===== src/rtl/tw_pkg.sv =====
`timescale 1ns/1ps
package tw_pkg;
    typedef enum logic [1:0] {
        ST_IDLE  = 2'd0,
        ST_CHECK = 2'd1,
        ST_RUN   = 2'd2,
        ST_DONE  = 2'd3
    } tw_state_e;
endpackage


===== src/rtl/tw_geom.sv =====
`timescale 1ns/1ps
// Derives beat counts, the region byte total and validity from the latched geometry.
module tw_geom #(
    parameter int WID_W      = 17,
    parameter int CNT_W      = 16,
    parameter int BEAT_BYTES = 16,
    localparam int SH   = $clog2(BEAT_BYTES),
    localparam int LB_W = WID_W + CNT_W + 1,
    localparam int LN_W = 2 * CNT_W + 2,
    localparam int BC_W = LB_W + LN_W
) (
    input  logic [WID_W-1:0] xa,
    input  logic [WID_W-1:0] xb,
    input  logic [CNT_W-1:0] xn,
    input  logic [CNT_W-1:0] ya,
    input  logic [CNT_W-1:0] yb,
    input  logic [CNT_W-1:0] yn,
    output logic [WID_W-1:0] xa_beats,
    output logic [WID_W-1:0] xb_beats,
    output logic [BC_W-1:0]  byte_total,
    output logic             bad
);
    logic [LB_W-1:0] line_beats;
    logic [LN_W-1:0] lines;

    always_comb begin
        xa_beats   = xa >> SH;
        xb_beats   = xb >> SH;
        line_beats = LB_W'(xa_beats) * LB_W'(xn) + LB_W'(xb_beats);
        // heights stored minus one; a zero yn removes ya from the product
        lines      = (LN_W'(ya) + LN_W'(1)) * LN_W'(yn) + LN_W'(yb) + LN_W'(1);
        byte_total = (BC_W'(line_beats) * BC_W'(lines)) << SH;
        // a remainder segment with no whole beat is rejected
        bad        = (xb_beats == '0);
    end
endmodule


===== src/rtl/tw_line_ctr.sv =====
`timescale 1ns/1ps
// Walks the column segments of one line; flags the final beat of the line.
module tw_line_ctr #(
    parameter int WID_W = 17,
    parameter int CNT_W = 16
) (
    input  logic             clk,
    input  logic             rst_n,
    input  logic             load,
    input  logic             step,
    input  logic [WID_W-1:0] xa_beats,
    input  logic [WID_W-1:0] xb_beats,
    input  logic [CNT_W-1:0] xn,
    output logic             eol
);
    logic [CNT_W-1:0] seg_q;
    logic [WID_W-1:0] beat_q;
    logic             rem_q;
    logic             rem_first;
    logic [WID_W-1:0] seg_len;
    logic             seg_end;

    always_comb begin
        // no regular segments when either count or width is zero
        rem_first = (xn == '0) || (xa_beats == '0);
        seg_len   = rem_q ? xb_beats : xa_beats;
        seg_end   = (beat_q == seg_len - WID_W'(1));
        eol       = rem_q && seg_end;
    end

    always_ff @(posedge clk or negedge rst_n) begin
        if (!rst_n) begin
            seg_q  <= '0;
            beat_q <= '0;
            rem_q  <= 1'b0;
        end else if (load) begin
            seg_q  <= '0;
            beat_q <= '0;
            rem_q  <= rem_first;
        end else if (step) begin
            if (!seg_end) begin
                beat_q <= beat_q + WID_W'(1);
            end else begin
                beat_q <= '0;
                if (rem_q) begin
                    seg_q <= '0;
                    rem_q <= rem_first;
                end else if (seg_q == xn - CNT_W'(1)) begin
                    rem_q <= 1'b1;
                end else begin
                    seg_q <= seg_q + CNT_W'(1);
                end
            end
        end
    end
endmodule


===== src/rtl/tw_row_ctr.sv =====
`timescale 1ns/1ps
// Walks the row bands; flags the final line of the region.
module tw_row_ctr #(
    parameter int CNT_W = 16
) (
    input  logic             clk,
    input  logic             rst_n,
    input  logic             load,
    input  logic             step,
    input  logic [CNT_W-1:0] ya,
    input  logic [CNT_W-1:0] yb,
    input  logic [CNT_W-1:0] yn,
    output logic             last_line
);
    logic [CNT_W-1:0] band_q;
    logic [CNT_W-1:0] line_q;
    logic             rem_q;
    logic [CNT_W-1:0] h_m1;
    logic             band_end;

    always_comb begin
        h_m1      = rem_q ? yb : ya;
        band_end  = (line_q == h_m1);
        // the remainder band always closes the region
        last_line = rem_q && band_end;
    end

    always_ff @(posedge clk or negedge rst_n) begin
        if (!rst_n) begin
            band_q <= '0;
            line_q <= '0;
            rem_q  <= 1'b0;
        end else if (load) begin
            band_q <= '0;
            line_q <= '0;
            rem_q  <= (yn == '0);       // skip regular bands entirely
        end else if (step) begin
            if (!band_end) begin
                line_q <= line_q + CNT_W'(1);
            end else begin
                line_q <= '0;
                if (!rem_q) begin
                    if (band_q == yn - CNT_W'(1)) begin
                        rem_q <= 1'b1;
                    end else begin
                        band_q <= band_q + CNT_W'(1);
                    end
                end
            end
        end
    end
endmodule


===== src/rtl/dma_tile_walker.sv =====
`timescale 1ns/1ps
module dma_tile_walker
    import tw_pkg::*;
#(
    parameter int ADDR_W     = 32,
    parameter int WID_W      = 17,
    parameter int CNT_W      = 16,
    parameter int BEAT_BYTES = 16,
    localparam int BC_W = (WID_W + CNT_W + 1) + (2 * CNT_W + 2)
) (
    input  logic              clk,
    input  logic              rst_n,
    input  logic              start,
    input  logic [ADDR_W-1:0] base,
    input  logic [WID_W-1:0]  xa,
    input  logic [WID_W-1:0]  xb,
    input  logic [CNT_W-1:0]  xn,
    input  logic [CNT_W-1:0]  ya,
    input  logic [CNT_W-1:0]  yb,
    input  logic [CNT_W-1:0]  yn,
    output logic              addr_valid,
    input  logic              addr_ready,
    output logic [ADDR_W-1:0] addr,
    output logic              addr_eol,
    output logic              addr_last,
    output logic              busy,
    output logic              done,
    output logic              error,
    output logic [BC_W-1:0]   byte_count
);
    tw_state_e state_q, state_d;

    logic [ADDR_W-1:0] base_q, addr_q;
    logic [WID_W-1:0]  xa_q, xb_q, xa_beats, xb_beats;
    logic [CNT_W-1:0]  xn_q, ya_q, yb_q, yn_q;
    logic [BC_W-1:0]   total_bytes, bytes_q;
    logic              bad, eol, last_line, accept, take_cfg, in_check;

    assign take_cfg = start && (state_q == ST_IDLE);
    assign in_check = (state_q == ST_CHECK);
    assign accept   = (state_q == ST_RUN) && addr_ready;

    tw_geom #(.WID_W(WID_W), .CNT_W(CNT_W), .BEAT_BYTES(BEAT_BYTES)) u_geom (
        .xa(xa_q), .xb(xb_q), .xn(xn_q), .ya(ya_q), .yb(yb_q), .yn(yn_q),
        .xa_beats(xa_beats), .xb_beats(xb_beats),
        .byte_total(total_bytes), .bad(bad)
    );

    tw_line_ctr #(.WID_W(WID_W), .CNT_W(CNT_W)) u_line (
        .clk(clk), .rst_n(rst_n), .load(in_check), .step(accept),
        .xa_beats(xa_beats), .xb_beats(xb_beats), .xn(xn_q), .eol(eol)
    );

    tw_row_ctr #(.CNT_W(CNT_W)) u_row (
        .clk(clk), .rst_n(rst_n), .load(in_check), .step(accept && eol),
        .ya(ya_q), .yb(yb_q), .yn(yn_q), .last_line(last_line)
    );

    // next-state logic
    always_comb begin
        state_d = state_q;
        unique case (state_q)
            ST_IDLE:  if (start) state_d = ST_CHECK;
            ST_CHECK: state_d = bad ? ST_IDLE : ST_RUN;
            ST_RUN:   if (addr_ready && eol && last_line) state_d = ST_DONE;
            ST_DONE:  state_d = ST_IDLE;
            default:  state_d = ST_IDLE;
        endcase
    end

    // state register
    always_ff @(posedge clk or negedge rst_n) begin
        if (!rst_n) state_q <= ST_IDLE;
        else        state_q <= state_d;
    end

    // outputs
    always_comb begin
        addr_valid = 1'b0;
        busy       = 1'b1;
        done       = 1'b0;
        error      = 1'b0;
        unique case (state_q)
            ST_IDLE:  busy       = 1'b0;
            ST_CHECK: error      = bad;
            ST_RUN:   addr_valid = 1'b1;
            ST_DONE:  done       = 1'b1;
            default:  busy       = 1'b0;
        endcase
        addr       = addr_q;
        addr_eol   = addr_valid && eol;
        addr_last  = addr_valid && eol && last_line;
        byte_count = bytes_q;
    end

    // datapath registers
    always_ff @(posedge clk or negedge rst_n) begin
        if (!rst_n) begin
            base_q  <= '0;
            addr_q  <= '0;
            bytes_q <= '0;
            xa_q    <= '0;
            xb_q    <= '0;
            xn_q    <= '0;
            ya_q    <= '0;
            yb_q    <= '0;
            yn_q    <= '0;
        end else begin
            if (take_cfg) begin
                base_q <= base;
                xa_q   <= xa;
                xb_q   <= xb;
                xn_q   <= xn;
                ya_q   <= ya;
                yb_q   <= yb;
                yn_q   <= yn;
            end
            if (in_check) begin
                addr_q <= base_q;
                if (!bad) bytes_q <= total_bytes;
            end else if (accept) begin
                addr_q <= addr_q + ADDR_W'(BEAT_BYTES);
            end
        end
    end
endmodule


===== config.mk =====
export PLATFORM = sky130hd
export DESIGN_NAME = dma_tile_walker
export DESIGN_NICKNAME = d
export VERILOG_FILES = /design/src/rtl/tw_pkg.sv /design/src/rtl/tw_geom.sv /design/src/rtl/tw_line_ctr.sv /design/src/rtl/tw_row_ctr.sv /design/src/rtl/dma_tile_walker.sv
export SDC_FILE = /design/constraint.sdc
export NUM_CORES = 2
export LEC_CHECK = 0
export BUFFER_PORTS_ARGS = -buffer_cell sky130_fd_sc_hd__buf_2
export CORE_MARGIN = 2
export CORE_UTILIZATION = 57
export DETAILED_ROUTE_END_ITERATION = 10
export GPL_ROUTABILITY_DRIVEN = 0
export PLACE_DENSITY = 0.74
export SETUP_SLACK_MARGIN = 0.3
export SLEW_MARGIN = 20
export SYNTH_ARGS = -nofsm -noshare
export SYNTH_HDL_FRONTEND = slang
export SYNTH_SLANG_ARGS = --single-unit

===== constraint.sdc =====
create_clock -name clk -period 38.2 [get_ports clk]
set_input_delay 7.64 -clock clk [delete_from_list [all_inputs] [get_ports clk]]
set_output_delay 7.64 -clock clk [all_outputs]
set_load 0.01 [all_outputs]

# Word level (Yosys, flattened, before mapping)
# Index checks and enable logic that the tools add are counted.
[word_totals]
regBits = 295
latchBits = 0
ram_bits = 0
romBits = 0
output_inout_bits = 106
memories = 0
[op_classes]
add_sub_neg = 12
multipliers = 3
div = 0
magnitude_cmp = 0
n_eq_ne = 12
shift = 0
muxes = 38
bitwise_logic = 1
reduce_logical = 25
[op_table]
columns = ["op", "count"]
rows = [
  ["$mux 16", 14],
  ["$mul 34x34->64", 1],
  ["$mux 32", 2],
  ["$mux 17", 3],
  ["$add 16x1->16 const B", 3],
  ["$eq 16x16->1", 3],
  ["$add 33x13->34", 1],
  ["$add 34x1->34 const B", 1],
  ["$add 34x16->34", 1],
  ["$logic_not 17->1", 2],
  ["$mul 34x16->34", 1],
  ["$add 32x5->32 const B", 1],
  ["$logic_not 16->1", 2],
  ["$sub 16x1->16 const B", 2],
  ["$mul 13x16->29", 1],
  ["$add 16x1->17 const B", 1],
  ["$add 17x1->17 const B", 1],
  ["$eq 17x17->1", 1],
  ["$sub 17x1->17 const B", 1],
  ["$mux 1", 14],
  ["$mux 13", 1],
  ["$logic_and 1x1->1", 9],
  ["$pmux 2 s4", 1],
  ["$reduce_and 2->1", 4],
  ["12 further kinds", 20],
]

# Logic depth before layout (Yosys ltp)
[logic_depth]
word_depth = 8
depth_mapped = 61

# Cells and area by module
# Synthesis repeated with hierarchy kept, for this count alone.
[hier_totals]
hier_cells = 7307
area_unflattened_um2 = 66065.9
[modules_own_cells]
columns = ["mod", "n_inst", "cells_each", "area_each_um2", "seq_area_each_um2"]
rows = [
  ["tw_geom", 1, 5870, 50405.8, 0.0],
  ["dma_tile_walker", 1, 655, 9277.6, 5805.6],
  ["tw_line_ctr", 1, 462, 3638.5, 850.8],
  ["tw_row_ctr", 1, 320, 2743.9, 825.8],
]

# Least setup slack after synthesis
# Ideal clock, no wire load.
[synth_path]
path_type = "register to register"
start = "register ya_q[2]"
end = "register bytes_q[62], in the netlist byte_count[62]"
arrival_time_ps = 13865
required_time_ps = 38066
slack_ps = 24201
stages_incl_launch_ff = 58
n_path_buf = 3
synth_period_minus_slack_ps = 13999
path_cell_list = "dfrtp_1 > nand3_1 > nor2_1 > nand2_1 > nor2_1 > and2_1 > nand2_1 > xnor2_1 > clkbuf_1 > nand2_1 > fa_1 > fa_1 > inv_1 > fa_1 > inv_1 > fa_1 > inv_1 > fa_1 > [22 not listed] > inv_1 > fa_1 > inv_1 > fa_1 > fa_1 > inv_1 > fa_1 > inv_1 > ha_1 > clkbuf_1 > nand4_1 > or4_1 > o21ba_2 > o211ai_1 > a41oi_1 > o31ai_1 > xnor2_1 > o21ai_0"
[synth_between]
elab_chain_cells = 5
[synth_lines]
columns = ["element", "line", "text"]
rows = [
  ["start: declaration", "dma_tile_walker.sv:35", "logic [CNT_W-1:0] xn_q, ya_q, yb_q, yn_q;"],
  ["start signal: assignment", "dma_tile_walker.sv:114", "ya_q <= ya;"],
  ["$add 16x1->17", "tw_geom.sv:31", "lines = (LN_W'(ya) + LN_W'(1)) * LN_W'(yn) + LN_W'(yb) + LN_W'(1);"],
  ["$mul 34x16->34", "tw_geom.sv:31", ""],
  ["$add 34x16->34", "tw_geom.sv:31", ""],
  ["$add 34x1->34", "tw_geom.sv:31", ""],
  ["$mul 34x34->64", "tw_geom.sv:32", "byte_total = (BC_W'(line_beats) * BC_W'(lines)) << SH;"],
  ["end signal: assignment", "dma_tile_walker.sv:120", "if (!bad) bytes_q <= total_bytes;"],
  ["end: declaration", "dma_tile_walker.sv:36", "logic [BC_W-1:0] total_bytes, bytes_q;"],
]
# Every way passes these cells.
# A chain may end at the register's enable or synchronous reset.

# Final worst setup path
[layout_path]
start = "register ya_q[0]"
end = "register bytes_q[63], in the netlist byte_count[63]"
# Same word-level chain as after synthesis.

==> impl_metrics.tcl <==
set metrics [dict create \
    drive_gt1_frac 0.0844 \
    rr_worst_depth 47 \
    grt_max_degree 180 \
    clk-insertion-delay-late_ps 610 \
    worst_path_max_delay_cell "and2_1" \
    setup_viol 0 \
    grt_first_pass_wirelength_um 298000 \
    htree_levels 2 \
    clockBufferDepth 3 \
    wl_per_cell_um 20.6 \
    synthToLayoutAreaGrowth_pct 6.63 \
    dieHeight_um 342 \
    holdPathEnd "addr[0]$_DFFE_PN0P_" \
    stdcell_area_mm2 0.0694 \
    die_w_um 342 \
    period_share 0.437 \
    path_max_fanout 21 \
    netlist.area_leader.share 0.391 \
    tightest_slew_ps 1260 \
    tns_ps 0 \
    endpoint_kind "register" \
    slowest_delay_ps 750 \
    grtUsageTotal 0.326 \
    syn-cell-area_mm2 0.0651 \
    hold_start "base_q[0]$_DFFE_PN0P_" \
    cp.required_ps 38650 \
    synth_cell_type_count 84 \
    grt_overflow_total 0 \
    rr_startpoint "ya_q[0]$_DFFE_PN0P_" \
    drtAntennaViolNets 0 \
    seq_area_frac_synth 0.110 \
    cts_setup_buffers 0 \
    initial_utilization 0.576 \
    vias 51400 \
    clk_pin_slew_ps 60 \
    num_rows 123 \
    cts_buffers 35 \
    synth_edf_count 0 \
    final_hold_viol_count 0 \
    synthTopCellsByArea "fa_1 (39%), dfrtp_1 (11%), ha_1 (9.5%)" \
    r2r_slack_ps 21510 \
    drc 0 \
    ioPinCount 240 \
    cts_tree "yes" \
    cts_hold_buffers 0 \
    pre_cts_slack_ps 21700 \
    ys.flop_type "dfrtp_1" \
    dpl-instance-area_mm2 0.0682 \
    slew_viol_final 0 \
    start_kind "register" \
    syn_inst 7340 \
    crit_type "register to register" \
    yosysMostFrequentCell "inv_1" \
    finClkSkew_ps 24.4 \
    clockRootBuffer "clkbuf_16" \
    async_flop_share 1.00 \
    dp_hpwl_um 138000 \
    first_iter_violations 4191 \
    firstDrtPassIters 8 \
    wirelength_um 183000 \
    viasPerCell 5.79 \
    post-route-min-period_ps 16690 \
    numPortBuffers 227 \
    crit_family "adder cells" \
    yosysWarnings 0 \
    dieArea_mm2 0.117 \
    max_freq_ghz 0.0599 \
    fin_ws_ps 21510 \
    maxSlewHeadroom 0.157 \
    final_nets 9239 \
    hold_path_class "register to register" \
    cts.sinks 287 \
    r2r-end "byte_count[63]$_DFFE_PN0P_" \
    critPathBufInv 6 \
    grt_pass1_vias 55300 \
    antenna_found_initial 11 \
    yosys.area.top_type "fa_1" \
    crit_arrival_ps 17140 \
    num-fill-cells 9550 \
    core_area_mm2 0.113 \
    cts-resized-gates 0 \
    synth_commonest_cells "inv_1 (1,537), fa_1 (1,272), nand2_1 (1,104)" \
    outcome "complete, no violations" \
    holdPathStages 2 \
    synth_seq_cells 287 \
    cap_violations 0 \
    crit_path_frequent_cell "fa_1" \
    grt_setup_unrepaired "no" \
    syn_area_per_cell_um2 8.87 \
]
registers in the layout (all words and copies together) (netlist names), named ones only:
name and flops:
u_row.rem_q 1, xa_q 13, xn_q 16, u_row.line_q 16, state_q 1, byte_count 64
addr 32, yb_q 16, u_line.seg_q 16, xb_q 13, yn_q 16, u_line.rem_q 1
ya_q 16, u_row.band_q 16, base_q 32, u_line.beat_q 17
worst reg2reg max path, delay by kind of cell, from the launching register on:
family / cells / cell delay, ps
and+or+nand+nor: 7 / 2070
AOI/OAI and AO/OA: 14 / 4070
xor gates and xnor gates: 2 / 950
DFF: 1 / 330
muxes: 1 / 260
adders and majority gates: 17 / 8130
buffers and inverters: 6 / 710
metrics by stage:
stage / std cells / hold slack, ps / utilization
floorplan: 7343 / 435 / -
global placement: 8804 / 444 / 0.603
detailed placement: 8804 / 460 / 0.603
CTS: 8867 / 475 / 0.614
global route: 8873 / 505 / 0.614
finish: 8877 / 472 / 0.614
area by class of cell:
type	count	area, um^2	share of cell area
Multi-Input combinational cell	5146	51400	0.740
Sequential cell	287	7180	0.103
Inverter	1537	5770	0.0831
Timing Repair Buffer	334	1960	0.0283
Tap cell	1500	1880	0.0270
Clock buffer	42	942	0.0136
Clock inverter	21	297	0.00427
Antenna cell	10	25.0	0.000361
per-layer routing:
layer | global-route usage | up-vias | part of all wire
li1 | - | 22200 | -
met1 | 0.420 | 25800 | 0.38
met2 | 0.511 | 2651 | 0.45
met3 | 0.0920 | 656 | 0.11
met4 | 0.149 | 4 | 0.053
met5 | 0 | - | 0.00013
layout by cell type (no fill, tap or decap), drive strengths merged, types with 13 or more instances in the layout:
cell type  count
or3           16
clkbuf        42
nand2       1104
or2           13
nor4          29
a21oi        142
a21o          64
mux2i         39
nor2b         33
fa          1272
o211ai        19
buf          334
nand4         51
nand2b        50
xnor2        155
a221o         14
o311ai        15
inv         1541
nor3          58
o21a          25
o21bai        20
or4           14
a31oi         28
a211oi        15
dfrtp        287
and2         411
nor2         347
xor2         128
and3          54
nand3         81
mux2         115
o21ai        194
o31ai         14
ha           492
nor3b         13
how the worst max path moves through the flow:
stage                        startpoint                          to  slack (ps)  cells past startpoint
global placement    ya_q[0]$_DFFE_PN0P_  byte_count[63]$_DFFE_PN0P_       21830                     48
global route        ya_q[3]$_DFFE_PN0P_  byte_count[63]$_DFFE_PN0P_       20720                     47
detailed placement  ya_q[0]$_DFFE_PN0P_  byte_count[63]$_DFFE_PN0P_       21700                     48
finish              ya_q[0]$_DFFE_PN0P_  byte_count[63]$_DFFE_PN0P_       21510                     47
CTS                 ya_q[0]$_DFFE_PN0P_  byte_count[63]$_DFFE_PN0P_       21640                     48
floorplan           ya_q[2]$_DFFE_PN0P_  byte_count[62]$_DFFE_PN0P_       24200                     57
cell families after synthesis:
logic type      Yosys count  synth area share
buf+inv                1910             0.111
compound gates          626            0.0620
xor+xnor                283            0.0381
fa+ha+maj              1764             0.486
flops                   287             0.110
simple gates           2315             0.167
mux                     154            0.0261
other cells               1         0.0000576
Power is not shown: default switching activity piles up to over one toggle a cycle in this logic, so the estimate is an artifact.
